`config.mk`:
```
export PLATFORM = sky130hd
export DESIGN_NAME = spi_cmd_monitor
export DESIGN_NICKNAME = d
export VERILOG_FILES = /design/src/rtl/spi_cmd_monitor.sv
export SDC_FILE = /design/constraint.sdc
export NUM_CORES = 1
export LEC_CHECK = 0
export ABC_AREA = 1
export BUFFER_PORTS_ARGS = -buffer_cell sky130_fd_sc_hd__buf_2
export CAP_MARGIN = 20
export CORE_MARGIN = 3
export CORE_UTILIZATION = 30
export DETAILED_ROUTE_END_ITERATION = 10
export HOLD_SLACK_MARGIN = 0.12
export PLACE_DENSITY_LB_ADDON = 0.3
export SLEW_MARGIN = 20
export SYNTH_ARGS = -nofsm -noshare
export SYNTH_HDL_FRONTEND = slang
export SYNTH_SLANG_ARGS = --single-unit
```
`constraint.sdc`:
```
create_clock -name clk -period 1.78 [get_ports clk]
set_input_delay 0.089 -clock clk [delete_from_list [all_inputs] [get_ports clk]]
set_output_delay 0.089 -clock clk [all_outputs]
set_load 0.005 [all_outputs]
```
`src/rtl/spi_cmd_monitor.sv`:
```
module spi_cmd_monitor #(
  parameter int           CNT_W      = 8,
  parameter logic [4:0]   BANK_REG   = 5'h1F,
  parameter logic [127:0] DUMMY_MASK = {32'h0000_00FF, 32'h0000_FFFF, 32'h0, 32'h0}
) (
  input  logic       clk,
  input  logic       rst_n,
  input  logic       cs_n,
  input  logic       byte_vld,
  input  logic [7:0] mosi_byte,
  input  logic [7:0] miso_byte,
  output logic       frame_done,
  output logic [2:0] cmd_code,
  output logic [4:0] reg_addr,
  output logic [1:0] bank,
  output logic       bank_known,
  output logic [7:0] rd_data,
  output logic       err_opcode,
  output logic       err_length,
  output logic       err_header,
  output logic       err_dummy,
  output logic       err_bank
);

  localparam logic [2:0] OP_RREG = 3'd0, OP_RBUF = 3'd1, OP_WREG = 3'd2, OP_WBUF = 3'd3,
                         OP_BSET = 3'd4, OP_BCLR = 3'd5, OP_BAD  = 3'd6, OP_RST  = 3'd7;
  localparam logic [CNT_W-1:0] CNT_MAX = {CNT_W{1'b1}};
  localparam logic [CNT_W-1:0] ONE   = CNT_W'(1);
  localparam logic [CNT_W-1:0] TWO   = CNT_W'(2);
  localparam logic [CNT_W-1:0] THREE = CNT_W'(3);

  logic             cs_q;
  logic [CNT_W-1:0] cnt;
  logic [7:0]       hdr, mosi1, miso1, miso2;
  logic [1:0]       bsel_q, known_q;

  wire take      = byte_vld & ~cs_n;
  wire frame_end = cs_n & ~cs_q & (cnt != '0);

  wire [2:0] op   = hdr[7:5];
  wire [4:0] addr = hdr[4:0];
  wire len1 = (cnt == ONE);
  wire len2 = (cnt == TWO);
  wire len3 = (cnt == THREE);

  wire is_reg     = (op == OP_RREG) | (op == OP_WREG) | (op == OP_BSET) | (op == OP_BCLR);
  wire both_known = &known_q;

  logic len_ok;
  always_comb begin
    case (op)
      OP_RREG:                   len_ok = len2 | len3;
      OP_WREG, OP_BSET, OP_BCLR: len_ok = len2;
      OP_RST:                    len_ok = len1;
      default:                   len_ok = 1'b1;
    endcase
  end

  wire hdr_bad = ((op == OP_RBUF) & (hdr != 8'h3A)) | ((op == OP_WBUF) & (hdr != 8'h7A));

  wire [6:0]  mask_base = {bsel_q, 5'd0};
  wire [31:0] bank_mask = DUMMY_MASK[mask_base +: 32];
  wire        dummy_reg = bank_mask[addr];
  wire        dummy_bad = (op == OP_RREG) & len_ok & both_known & (dummy_reg ? ~len3 : ~len2);

  wire [7:0] read_val = ((op == OP_RREG) & len_ok) ? (len3 ? miso2 : miso1) : 8'h00;

  logic [1:0] bsel_d, known_d;
  always_comb begin
    bsel_d  = bsel_q;
    known_d = known_q;
    if (len_ok && addr == BANK_REG) begin
      case (op)
        OP_WREG: begin bsel_d = mosi1[1:0];           known_d = 2'b11;               end
        OP_BSET: begin bsel_d = bsel_q | mosi1[1:0];  known_d = known_q | mosi1[1:0]; end
        OP_BCLR: begin bsel_d = bsel_q & ~mosi1[1:0]; known_d = known_q | mosi1[1:0]; end
        default: ;
      endcase
    end
  end

  always_ff @(posedge clk or negedge rst_n) begin
    if (!rst_n) begin
      cs_q  <= 1'b1;
      cnt   <= '0;
      hdr   <= '0;
      mosi1 <= '0;
      miso1 <= '0;
      miso2 <= '0;
    end else begin
      cs_q <= cs_n;
      if (cs_n)
        cnt <= '0;
      else if (take && cnt != CNT_MAX)
        cnt <= cnt + ONE;
      if (take) begin
        if (cnt == '0) hdr <= mosi_byte;
        if (cnt == ONE) begin
          mosi1 <= mosi_byte;
          miso1 <= miso_byte;
        end
        if (cnt == TWO) miso2 <= miso_byte;
      end
    end
  end

  always_ff @(posedge clk or negedge rst_n) begin
    if (!rst_n) begin
      bsel_q  <= 2'b00;
      known_q <= 2'b00;
    end else if (frame_end) begin
      bsel_q  <= bsel_d;
      known_q <= known_d;
    end
  end

  always_ff @(posedge clk or negedge rst_n) begin
    if (!rst_n) begin
      frame_done <= 1'b0;
      cmd_code   <= '0;
      reg_addr   <= '0;
      bank       <= '0;
      bank_known <= 1'b0;
      rd_data    <= '0;
      err_opcode <= 1'b0;
      err_length <= 1'b0;
      err_header <= 1'b0;
      err_dummy  <= 1'b0;
      err_bank   <= 1'b0;
    end else begin
      frame_done <= frame_end;
      if (frame_end) begin
        cmd_code   <= op;
        reg_addr   <= addr;
        bank       <= bsel_q;
        bank_known <= both_known;
        rd_data    <= read_val;
        err_opcode <= (op == OP_BAD);
        err_length <= ~len_ok;
        err_header <= hdr_bad;
        err_dummy  <= dummy_bad;
        err_bank   <= is_reg & ~both_known;
      end
    end
  end

  p_done_after_select_r1: assert property (@(posedge clk) disable iff (!rst_n)
    frame_done |-> $past(cs_n));

  p_done_one_cycle_r1: assert property (@(posedge clk) disable iff (!rst_n)
    frame_done |=> !frame_done);

  p_reserved_alone_r2: assert property (@(posedge clk) disable iff (!rst_n)
    err_opcode |-> !err_length && !err_header && !err_dummy && !err_bank);

  p_header_buffer_only_r4: assert property (@(posedge clk) disable iff (!rst_n)
    err_header |-> (cmd_code == OP_RBUF || cmd_code == OP_WBUF));

  p_dummy_known_read_r5: assert property (@(posedge clk) disable iff (!rst_n)
    err_dummy |-> (cmd_code == OP_RREG && bank_known && !err_length));

  p_known_bit0_sticky_r9: assert property (@(posedge clk) disable iff (!rst_n)
    known_q[0] |=> known_q[0]);

  p_known_bit1_sticky_r9: assert property (@(posedge clk) disable iff (!rst_n)
    known_q[1] |=> known_q[1]);

  p_empty_silent_r10: assert property (@(posedge clk) disable iff (!rst_n)
    frame_done |-> $past(cnt) != '0);

  p_bank_hold_r11: assert property (@(posedge clk) disable iff (!rst_n)
    !frame_end |=> $stable(bsel_q) && $stable(known_q));

endmodule

```
# Word level (Yosys, flattened, before mapping)
# Cells that the tools add are included.
# totals
reg_bits,64
input_bits,20
word_cells,86
# classes
n_addsub,1
n_lt_le_gt_ge,1
eq_ne,14
shifts,1
mux,10
bitwise_logic,24
n_reduce_logical,16
# op_table
operator,n
$shiftx 128x8->32 const A,1
$mux 8,4
$eq 8x2->1 const B,2
$eq 3x3->1 const B,4
$and 1x1->1,9
$add 8x1->8 const B,1
$eq 8x1->1 const B,1
$logic_not 8->1,1
$ne 8x6->1 const B,1
$ne 8x7->1 const B,1
$ne 8x8->1 const B,1
$reduce_and 2->1,4
$reduce_bool 8->1,1
$eq 3x2->1 const B,2
$lt 5x6->1 const B,1
$not 1->1,6
$pmux 2 s3,1
$reduce_and 3->1,2
$bmux 1 s5,1
$eq 5x5->1 const B,1
$or 1x1->1,5
$or 2x2->2,2
$pmux 2 s2,1
$reduce_bool 2->1,2
10 further kinds,12

# Depth between registers and ports, before layout
# Gate-level depths: netlist of the first run.
# logic_depth
word_depth,6
depth_mapped,10
ltp_nobuf,10

# Worst setup path after synthesis of the first run
# No wires, ideal clock.
# synth_timing
kind,register to register
start,reg cnt[0]
end,reg cnt[5]
t_arrival_ps,1259
path_slack_ps,404
stages_incl_launch_ff,11
n_path_buf,0
period_less_slack_ps,1376
path_cell_list,dfrtp_1 -> ha_1 -> nand2_1 -> nor2_1 -> nand2_1 -> nand2_1 -> inv_1 -> nand2_1 -> nand2_1 -> nand2_1 -> nor2_1
# synth_between
elab_chain_cells,3
elab_cells_between_ends,6
# synth_lines
item,line_no,text
start: declaration,33,logic [CNT_W-1:0] cnt;
start signal: assignment,95,cnt <= cnt + ONE;
$add 8x1->8 or $ne 8x8->1 (tied branches),"95, 94",
$mux 8 or $logic_and 1x1->1 (tied branches),94,else if (take && cnt != CNT_MAX)
$mux 8 or $reduce_bool 2->1 (tied branches),--,
# Parallel ways exist; a longest one is shown, timed or not. The select of a mux whose other input is x is not followed.
# A chain may end at the register's enable or synchronous reset.

# Worst setup path after layout of the first run
# layout_timing
start,in cs_n
end,reg hdr[5]
# layout_between
elab_chain_cells,3
# layout_lines
item,line_no,text
start: declaration,8,"input logic cs_n,"
$not 1->1,37,wire take = byte_vld & ~cs_n;
$and 1x1->1,37,
$reduce_and 2->1 (no source line),--,
end signal: assignment,97,if (cnt == '0) hdr <= mosi_byte;
end: declaration,34,"logic [7:0] hdr, mosi1, miso1, miso2;"
# Every way passes these cells.

==> results of run 1 <==
-- repair_timing --
action,CTS,global route
endpoints found under the setup margin,0,15
hold buffers,18,0
hold endpoints to repair,50,0
resized for setup,0,2
-- worst register-to-register path: cells and delay by family (launching register included) --
kind,cells,cell delay (ns)
AO/OA/AOI/OAI,1,0.21
adder cells (fa/ha/maj),1,0.20
buffers and inverters,2,0.14
flip-flops,1,0.40
AND/OR/NAND/NOR,6,0.58
-- power by group through the flow --
stage	sequential (W)	combinational [W]	clock, W
after floorplan	0.00202	0.000571	0
after detailed placement	0.00205	0.000903	0
after global placement	0.00205	0.000883	0
after CTS	0.00203	0.000938	0.00128
after global routing	0.00207	0.00107	0.00136
final	0.00203	0.000918	0.00125
-- registers in the layout, summed over array words and instances (netlist names), 3 cells and up --
signal and cells:
miso2 8, hdr 8, cnt 8, reg_addr 5, rd_data 8, cmd_code 3
miso1 8
-- through the flow --
step	total power [W]	hold WS (ns)	instances	util	worst slack [ns]
5_1_grt	0.004500	0.3479	536	0.3949	0.006598
2_1_floorplan	0.002587	-0.2066	334	-	0.4043
4_1_cts	0.004242	0.3069	536	0.3944	0.08535
3_3_place_gp	0.002934	0.1276	502	0.3541	0.1342
3_5_place_dp	0.002954	0.1271	502	0.3541	0.1038
6_report	0.004194	0.2835	536	0.3949	0.1520
-- placed cells by master (no fill, tap or decap), types with 3 or more instances in the layout --
cell type	n
o2111ai_1	9
o21ai_0	33
nand2_2	5
o21ai_2	8
a21oi_1	3
dlygate4sd3_1	18
dfrtp_1	63
nand3_2	3
clkbuf_8	10
inv_1	46
mux2_2	6
buf_2	44
ha_1	3
nor3_1	5
nand2_1	102
o22ai_1	3
nand3_1	11
nor2_1	13
-- cell families after synthesis --
group | synth area share
adder cells (fa/ha/maj) | 0.01701
multiplexers | 0.02296
buffers and inverters | 0.08078
XOR/XNOR | 0.002977
flip-flops | 0.5446
AND/OR/NAND/NOR | 0.2109
AO/OA/AOI/OAI | 0.1208
-- metal layers --
metal / global-route usage / vias up / routed length (µm)
met4: 0.04499 / 0 / 117
met1: 0.1607 / 1108 / 3089
met3: 0.03706 / 11 / 243
met2: 0.2145 / 38 / 3102
li1: - / 1206 / -
met5: 0 / - / 0
-- cell type report --
class                           instances  area [µm²]
Clock buffer                           11       141.4
Timing Repair Buffer                   65       447.9
Fill cell                             998        5670
Multi-Input combinational cell        213        1107
Tap cell                              129       161.4
Inverter                               49       183.9
Clock inverter                          5       56.30
Sequential cell                        64        1603
-- worst max path at each step --
stage / to / slack [ns] / depth (start not counted)
final: hdr[5] / 0.15 / 7
after global routing: cnt[5] / 0.007 / 10
after CTS: miso1[1] / 0.09 / 7
after detailed placement: miso1[6] / 0.10 / 6
after global placement: miso1[3] / 0.13 / 7
after floorplan: cnt[5] / 0.40 / 10
==> flow_summary.yaml, run 1 <==
timing:
  relSlewSlack: 0.6068
  clock.fmax_mhz: 614.3
  clock_skew_ns: 0.007331
  fin_setup_tns_ns: 0
  setup-violations-final: 0
  fin_crit_sh: 0.9146
  rsz0062_at_grt: "false"
  min_period_ns: 1.628
  tightest_slew_ns: 0.5898
  hold_viol: 0
  slew_viol_final: 0
critical_path:
  critPathBufInv: 4
  slowest_stage: "dlygate4sd3_1"
  path_delay_family: "buffers and inverters"
  endpoint_kind: "flip-flop"
  cp.arrival_ns: 1.86
  rr_startpoint: "cnt[0]"
  r2r_cells: 10
  path_cells: "dlygate4sd3_1 -> buf_2 -> inv_1 -> nand2_1 -> inv_1 -> nand4_2 -> mux2_2"
  cp_common_cell: "inv_1"
  rr_endpoint: "bsel_q[1]"
  critPathLaunchType: "input pin"
  rrSetupSlack_ns: 0.17
  cp_max_fo: 10
  required_ns: 2.01
  critPathKind: "in2reg"
  critical_path.max_stage_delay_ns: 0.53
  crit_start: "cs_n"
cts:
  cts_tree: "done"
  cts_setup_buffers: 0
  insertion_delay_ns: 0.35
  cts_root_buf: "clkbuf_8"
  cts_buffer_depth: 2
  cts_buffers: 9
  h-tree-depth: 3
  cts.sinks: 64
  clkTransAtPathRegs_ns: 0.07
hold_path:
  hp-class: "in2async"
route:
  drt-initial-drc-count: 98
  route.detailed.drc: 0
  drtPass1Iterations: 4
  via_per_inst: 4.409
  wl_per_cell_um: 12.23
  ant_nets: 0
  via_count: 2363
  wirelength_mm: 6.553
layout:
  syn_to_final_growth_pct: 25.77
  design_area_mm2: 0.003701
  final_layout_size_suffix_gt1_frac: 0.2260
  nets: 426
  n_antenna_cell: 0
run_status:
  outcome: "finished clean"
placement:
  dp_hpwl_mm: 4.697
  port_buffers: 44
  post_dp_cell_area_mm2: 0.003318
  place_congestion: 0.7501
synthesis:
  syn_area_mm2: 0.002943
  synth.most_common_cell: "nand2_1"
  yosys.area.top_type: "dfrtp_1"
  ys_async_sr_fraction: 1.000
  synth_common_cells: "nand2_1 (103), dfrtp_1 (63), inv_1 (46)"
  synth_area_per_cell_um2: 8.811
  synth.yosys.seq_area_share: 0.5446
  ys.flop_type: "dfrtp_1"
  synth-edff-count: 0
  post-synth-top-area-fraction: 0.5357
  synth_nets: 358
  ys_seq_elements: 64
  synth_cells: 334
  synth.distinct_cells: 29
  yosysWarnings: 0
  synth.area.top_cells: "dfrtp_1 (54%), nand2_1 (13%), inv_1 (5.9%), o21ai_0 (5.6%), o2111ai_1 (2.7%)"
power_and_ir_drop:
  p_sw_frac: 0.3084
  seq_power_share: 0.484
  leakage_nw: 1.926
  powerDensity_mw_per_mm2: 1133
  internal_power_w: 0.002901
  switching_power_w: 0.001293
  combPwrFrac: 0.219
  p_clk_frac: 0.297
  peakVddDrop_mv: 0.3153
floorplanning:
  dieArea_mm2: 0.01103
  ios: 45
  die_height_um: 105.0
  initial_core_util: 0.3140
  std_cell_rows: 35
  core_area_mm2: 0.009371
  die_x_um: 105.0
global_routing:
  antenna_found_initial: 0
  grt_pass1_vias: 2359
  grt_pass1_wl_mm: 11.36
  grt_max_degree: 35
  grt-ovfl-total: 0
  grt.total_usage: 0.1293
flow_run:
  drv_cap: 0
Note: power is estimated with default switching activity, not from simulation.
==> run 2, diff against run 1 <==
==> constraint.sdc (replaced) <==
create_clock -name clk -period 1.4 [get_ports clk]
set_input_delay 0.07 -clock clk [delete_from_list [all_inputs] [get_ports clk]]
set_output_delay 0.07 -clock clk [all_outputs]
set_load 0.005 [all_outputs]
==> run 2 against run 1 <==
- the run now ends with setup timing left
- power up 39%
- first-iteration DRC count up 16%
- core utilization up 9.7 points
- combinational power up 82%
- cell count up 9.1%
- hold slack worse by 0.12 ns
- largest power group unchanged
==> flow_summary.yaml, run 2 (same netlist as run 1, synthesis figures left out) <==
critical_path:
  slowest_stage: "dfrtp_1"
  critical_path.max_stage_delay_ns: 0.41
  rrSetupSlack_ns: -0.06
  critPathLaunchType: "flip-flop"
  cp_max_fo: 8
  endpoint_kind: "flip-flop"
  path_cells: "buf_6 -> ha_4 -> buf_4 -> nand3_4 -> buf_12 -> nand2_4 -> o2111ai_4 -> nand2_1"
  required_ns: 1.62
  cp.arrival_ns: 1.69
  critPathKind: "reg2reg"
cts:
  clkTransAtPathRegs_ns: 0.07
  h-tree-depth: 3
  cts.sinks: 64
  cts_tree: "done"
  cts_root_buf: "clkbuf_8"
  insertion_delay_ns: 0.34
  cts_buffers: 9
  cts_buffer_depth: 2
layout:
  syn_to_final_growth_pct: 56.59
  n_fill_cell: 878
  regArea_mm2: 0.001604
  n_antenna_cell: 0
  nets: 476
  final_cell_mix: "nand2_1 (77), dfrtp_1 (62), buf_2 (44), inv_1 (43), buf_4 (33)"
  final_layout_size_suffix_gt1_frac: 0.4364
  final_common_cell: "nand2_1"
  multiInputGateArea_mm2: 0.001471
  design_area_mm2: 0.004608
floorplanning:
  std_cell_rows: 35
  dieArea_mm2: 0.01103
  die_x_um: 105.0
  initial_core_util: 0.3140
  core_area_mm2: 0.009371
  die_height_um: 105.0
  ios: 45
power_and_ir_drop:
  leakage_nw: 2.294
  internal_power_w: 0.003940
  p_sw_frac: 0.3258
  switching_power_w: 0.001904
  p_clk_frac: 0.261
  seq_power_share: 0.453
  combPwrFrac: 0.286
  peakVddDrop_mv: 0.4379
  powerDensity_mw_per_mm2: 1268
route:
  drtPass1Iterations: 4
  drt-initial-drc-count: 114
  via_per_inst: 4.501
  wl_met3_um: 255
  wirelength_mm: 7.875
  via_count: 2633
  wl_met1_mm: 3.387
  ant_nets: 0
  route.detailed.drc: 0
  highest_layer: "met4"
  wl_per_cell_um: 13.46
  wl_met2_mm: 4.086
timing:
  tightest_slew_ns: 0.4241
  relSlewSlack: 0.7173
  layout_setup_ws_ns: -0.06434
  clock_skew_ns: 0.01171
  setup-violations-final: 35
  min_period_ns: 1.464
  slew_viol_final: 0
  rsz0062_at_grt: "true"
  fin_crit_sh: 1.046
  holdWs_ns: 0.1615
  hold_viol: 0
  clock.fmax_mhz: 682.9
placement:
  dp_hpwl_mm: 4.900
  port_buffers: 44
  post_dp_cell_area_mm2: 0.003576
  place_congestion: 0.8426
global_routing:
  grt.total_usage: 0.1459
  antenna_found_initial: 0
  grt_pass1_vias: 2682
  grt_pass1_wl_mm: 12.97
  grt-ovfl-total: 0
  grt_max_degree: 32
run_status:
  outcome: "complete, but fails checks"
  violations: "setup timing"
flow_run:
  drv_cap: 0
hold_path:
  hp-class: "in2reg"
[run 2: cell types whose count changed in the layout (fill, tap and decap cells not counted), sizes merged]
| cell | before | now |
|---|---|---|
| buf | 47 | 93 |
| clkbuf | 11 | 13 |
| clkinv | 4 | 5 |
[run 2: layer usage]
metal	up-vias	track usage
met5	-	0
met4	0	0.04967
met3	15	0.03397
met2	45	0.2525
met1	1254	0.1778
li1	1319	-
[run 2: path summary, 6_finish.rpt]
| check | end | startpoint | depth (start not counted) |
|---|---|---|---|
| setup reg to reg | rd_data[0] | cnt[0] | 8 |
| max in group asynchronous | bank_known | rst_n | 3 |
| min in group asynchronous | rd_data[7] | rst_n | 2 |
| setup / recovery | rd_data[0] | cnt[0] | 8 |
| hold reg to reg | known_q[0] | known_q[0] | 2 |
| hold / removal | cnt[2] | cs_n | 5 |
[run 2: timing repair]
| action | 4_1_cts | 5_1_grt |
|---|---|---|
| gates cloned | 2 | 5 |
| pin swaps | 25 | 15 |
| endpoints found under the hold margin | 90 | 0 |
| resized for setup | 61 | 59 |
| endpoints found under the setup margin | 45 | 62 |
| hold buffers | 18 | 0 |
| buffers inserted | 8 | 4 |
[run 2: power by group through the flow]
| stage | combinational, W | clock [W] | sequential (W) |
|---|---|---|---|
| floorplan | 0.000726 | 0 | 0.00256 |
| global placement | 0.00126 | 0 | 0.00258 |
| detailed placement | 0.00129 | 0 | 0.00259 |
| CTS | 0.00147 | 0.00156 | 0.00258 |
| global route | 0.00189 | 0.00165 | 0.00271 |
| finish | 0.00167 | 0.00153 | 0.00265 |
[run 2: metrics by stage]
stage          TNS [ns]  std cells  power, W  setup WS [ns]    util
2_1_floorplan         0        334  0.003289        0.02431       -
4_1_cts         -0.2945        576  0.005613       -0.04003  0.4557
6_report        -0.9853        585  0.005843       -0.06434  0.4917
5_1_grt          -4.606        585  0.006247        -0.1471  0.4917
3_3_place_gp    -0.4995        533  0.003843       -0.06478  0.3816
3_5_place_dp     -1.367        533  0.003875        -0.1014  0.3816
[run 2: worst max-delay path, delay by kind of cell, from the launching register on]
family                     cells  cell delay (ns)
adders and majority gates      1             0.16
AOI/OAI and AO/OA              1             0.10
and+or+nand+nor                3             0.24
buffers and inverters          3             0.42
DFF                            1             0.41
[run 2: cell type report]
cell class	instances	area share
flip-flops and latches	64	0.3481
multi-input cells	213	0.3193
repair buffers	115	0.2142
inverters	49	0.04317
well taps	129	0.03503
clock buffers	9	0.02688
clock inverters	6	0.01330
==> run 3, diff against run 2 <==
--- a/config.mk
+++ b/config.mk
@@ -13,6 +13,7 @@
 export DETAILED_ROUTE_END_ITERATION = 10
 export HOLD_SLACK_MARGIN = 0.12
 export PLACE_DENSITY_LB_ADDON = 0.3
+export REMOVE_ABC_BUFFERS = 1
 export SLEW_MARGIN = 20
 export SYNTH_ARGS = -nofsm -noshare
 export SYNTH_HDL_FRONTEND = slang
==> run 3 against run 2 <==
- the flow still finishes with violations (setup timing)
- global-route usage is 1.7 points lower
- maximum frequency is 0.22% higher
- clock-buffer cell count stayed put
- final area is 10% lower
- hold slack worse by 0.016 ns
- core utilization is 5.0 points lower
- clock power is 9.8% lower
- cell count is 3.6% lower
- flip-flop and latch count stayed put
- largest power group unchanged
==> flow_summary.yaml, run 3 (same netlist as run 1, synthesis figures left out) <==
floorplanning:
  die_x_um: 105.0
  initial_core_util: 0.3140
  std_cell_rows: 35
  die_height_um: 105.0
  dieArea_mm2: 0.01103
  ios: 45
  core_area_mm2: 0.009371
layout:
  instances_no_fill: 564
  design_area_mm2: 0.004136
  syn_to_final_growth_pct: 40.56
  final_layout_size_suffix_gt1_frac: 0.3609
  final_common_cell: "nand2_1"
  n_fill_cell: 922
  nets: 454
  final_cell_mix: "nand2_1 (89), dfrtp_1 (61), buf_2 (44), inv_1 (43), o21ai_0 (25)"
  n_antenna_cell: 0
placement:
  dp_hpwl_mm: 4.899
  place_congestion: 0.7630
  post_dp_cell_area_mm2: 0.003533
  port_buffers: 44
  place_inst: 524
global_routing:
  antenna_found_initial: 0
  grt-ovfl-total: 0
  grt_pass1_wl_mm: 11.47
  grt.total_usage: 0.1293
  grt_max_degree: 29
  grt_pass1_vias: 2439
timing:
  tightest_slew_ns: 0.4786
  min_period_ns: 1.461
  clock.fmax_mhz: 684.4
  layout_setup_ws_ns: -0.06112
  setup-violations-final: 27
  rsz0062_at_grt: "true"
  relSlewSlack: 0.6809
  hold_viol: 0
  slew_viol_final: 0
  fin_crit_sh: 1.044
  clock_skew_ns: 0.01079
route:
  drt-initial-drc-count: 80
  via_per_inst: 4.369
  via_count: 2464
  drtPass1Iterations: 4
  route.detailed.drc: 0
  ant_nets: 0
  wl_per_cell_um: 12.52
  wirelength_mm: 7.064
cts:
  cts.sinks: 64
  clkTransAtPathRegs_ns: 0.07
  cts_buffer_depth: 2
  cts_buffers: 9
  insertion_delay_ns: 0.34
  cts_tree: "done"
  cts_root_buf: "clkbuf_8"
  h-tree-depth: 3
power_and_ir_drop:
  peakVddDrop_mv: 0.5605
  seq_power_share: 0.487
  p_sw_frac: 0.3297
  internal_power_w: 0.003589
  switching_power_w: 0.001765
  combPwrFrac: 0.254
  leakage_nw: 2.111
  powerDensity_mw_per_mm2: 1294
  p_clk_frac: 0.259
critical_path:
  critPathKind: "reg2reg"
  cp.arrival_ns: 1.70
  required_ns: 1.64
  cp_max_fo: 6
  endpoint_kind: "flip-flop"
  critPathLaunchType: "flip-flop"
flow_run:
  drv_cap: 0
run_status:
  violations: "setup timing"
  outcome: "complete, but fails checks"
hold_path:
  hp-class: "in2reg"
==> run 3: cell count changes in the layout (fill, tap and decap cells not counted), sizes merged <==
| cell | before | now |
|---|---|---|
| clkbuf | 13 | 9 |
| clkinv | 5 | 4 |
| buf | 93 | 75 |
| inv | 48 | 50 |
| clkinvlp | 1 | 2 |
| bufinv | 1 | 0 |
==> run 3: stage by stage <==
step | setup TNS [ns] | hold slack (ns) | power (W) | setup WS [ns] | util
after floorplan | -1.598 | -0.2256 | 0.003272 | -0.1732 | -
after global placement | -0.2742 | 0.05785 | 0.003767 | -0.03941 | 0.3770
after detailed placement | -1.898 | 0.05931 | 0.003812 | -0.1009 | 0.3770
after CTS | -0.4689 | 0.1306 | 0.005288 | -0.04978 | 0.4211
after global routing | -4.686 | 0.2001 | 0.005734 | -0.1660 | 0.4414
final | -0.7897 | 0.1459 | 0.005354 | -0.06112 | 0.4414
==> run 3: layout make-up <==
cell class                 instances  area, µm²  share of cell area
multi-input combinational        213       1272              0.3076
timing repair buffer              93      734.5              0.1776
tap                              129      161.4             0.03902
clock buffer                       9      123.9             0.02995
clock inverter                     7      47.55             0.01149
sequential                        64       1605              0.3881
inverter                          49      191.4             0.04628
==> run 3: worst max-delay path, stage by stage, from the launching register on <==
cell and delay, ns:
dfrtp_2 0.47, inv_2 0.10, ha_1 0.14, nand2_1 0.06, nor2_2 0.14, nand3_2 0.11, nand3_4 0.13, nand3_1 0.08
nand2_1 0.08, inv_1 0.04
==> run 3: layer usage <==
metal	vias up	track usage	routed length (µm)
li1	1263	-	-
met2	42	0.2227	3676
met1	1150	0.1578	3078
met4	0	0.04499	88
met5	-	0	0
met3	9	0.03027	220
==> run 3: final timing paths <==
check / start / endpoint / slack [ns] / cells past startpoint
worst max-delay path: cnt[1] / bsel_q[0] / -0.06 / 9
worst min-delay path: cs_n / cnt[2] / 0.15 / 5
worst max register to register: cnt[1] / bsel_q[0] / -0.06 / 9
worst min register to register: known_q[0] / known_q[0] / 0.47 / 2
max in group asynchronous: rst_n / cs_q / 0.62 / 3
min in group asynchronous: rst_n / frame_done / 0.22 / 2
==> run 3: power by group through the flow <==
stage / combinational (W) / clock [W] / sequential (W)
final: 0.00136 / 0.00138 / 0.00261
after floorplan: 0.000709 / 0 / 0.00256
after global placement: 0.00118 / 0 / 0.00259
after global routing: 0.00155 / 0.00151 / 0.00267
after detailed placement: 0.00120 / 0 / 0.00261
after CTS: 0.00128 / 0.00143 / 0.00258
==> run 3: what timing repair did <==
| action | CTS | global route |
|---|---|---|
| pin swaps | 4 | 14 |
| hold buffers | 18 | 0 |
| buffers inserted | 2 | 3 |
| cloned | 0 | 1 |
| resized for setup | 20 | 49 |
| setup endpoints to repair | 49 | 60 |
| endpoints found under the hold margin | 90 | 0 |
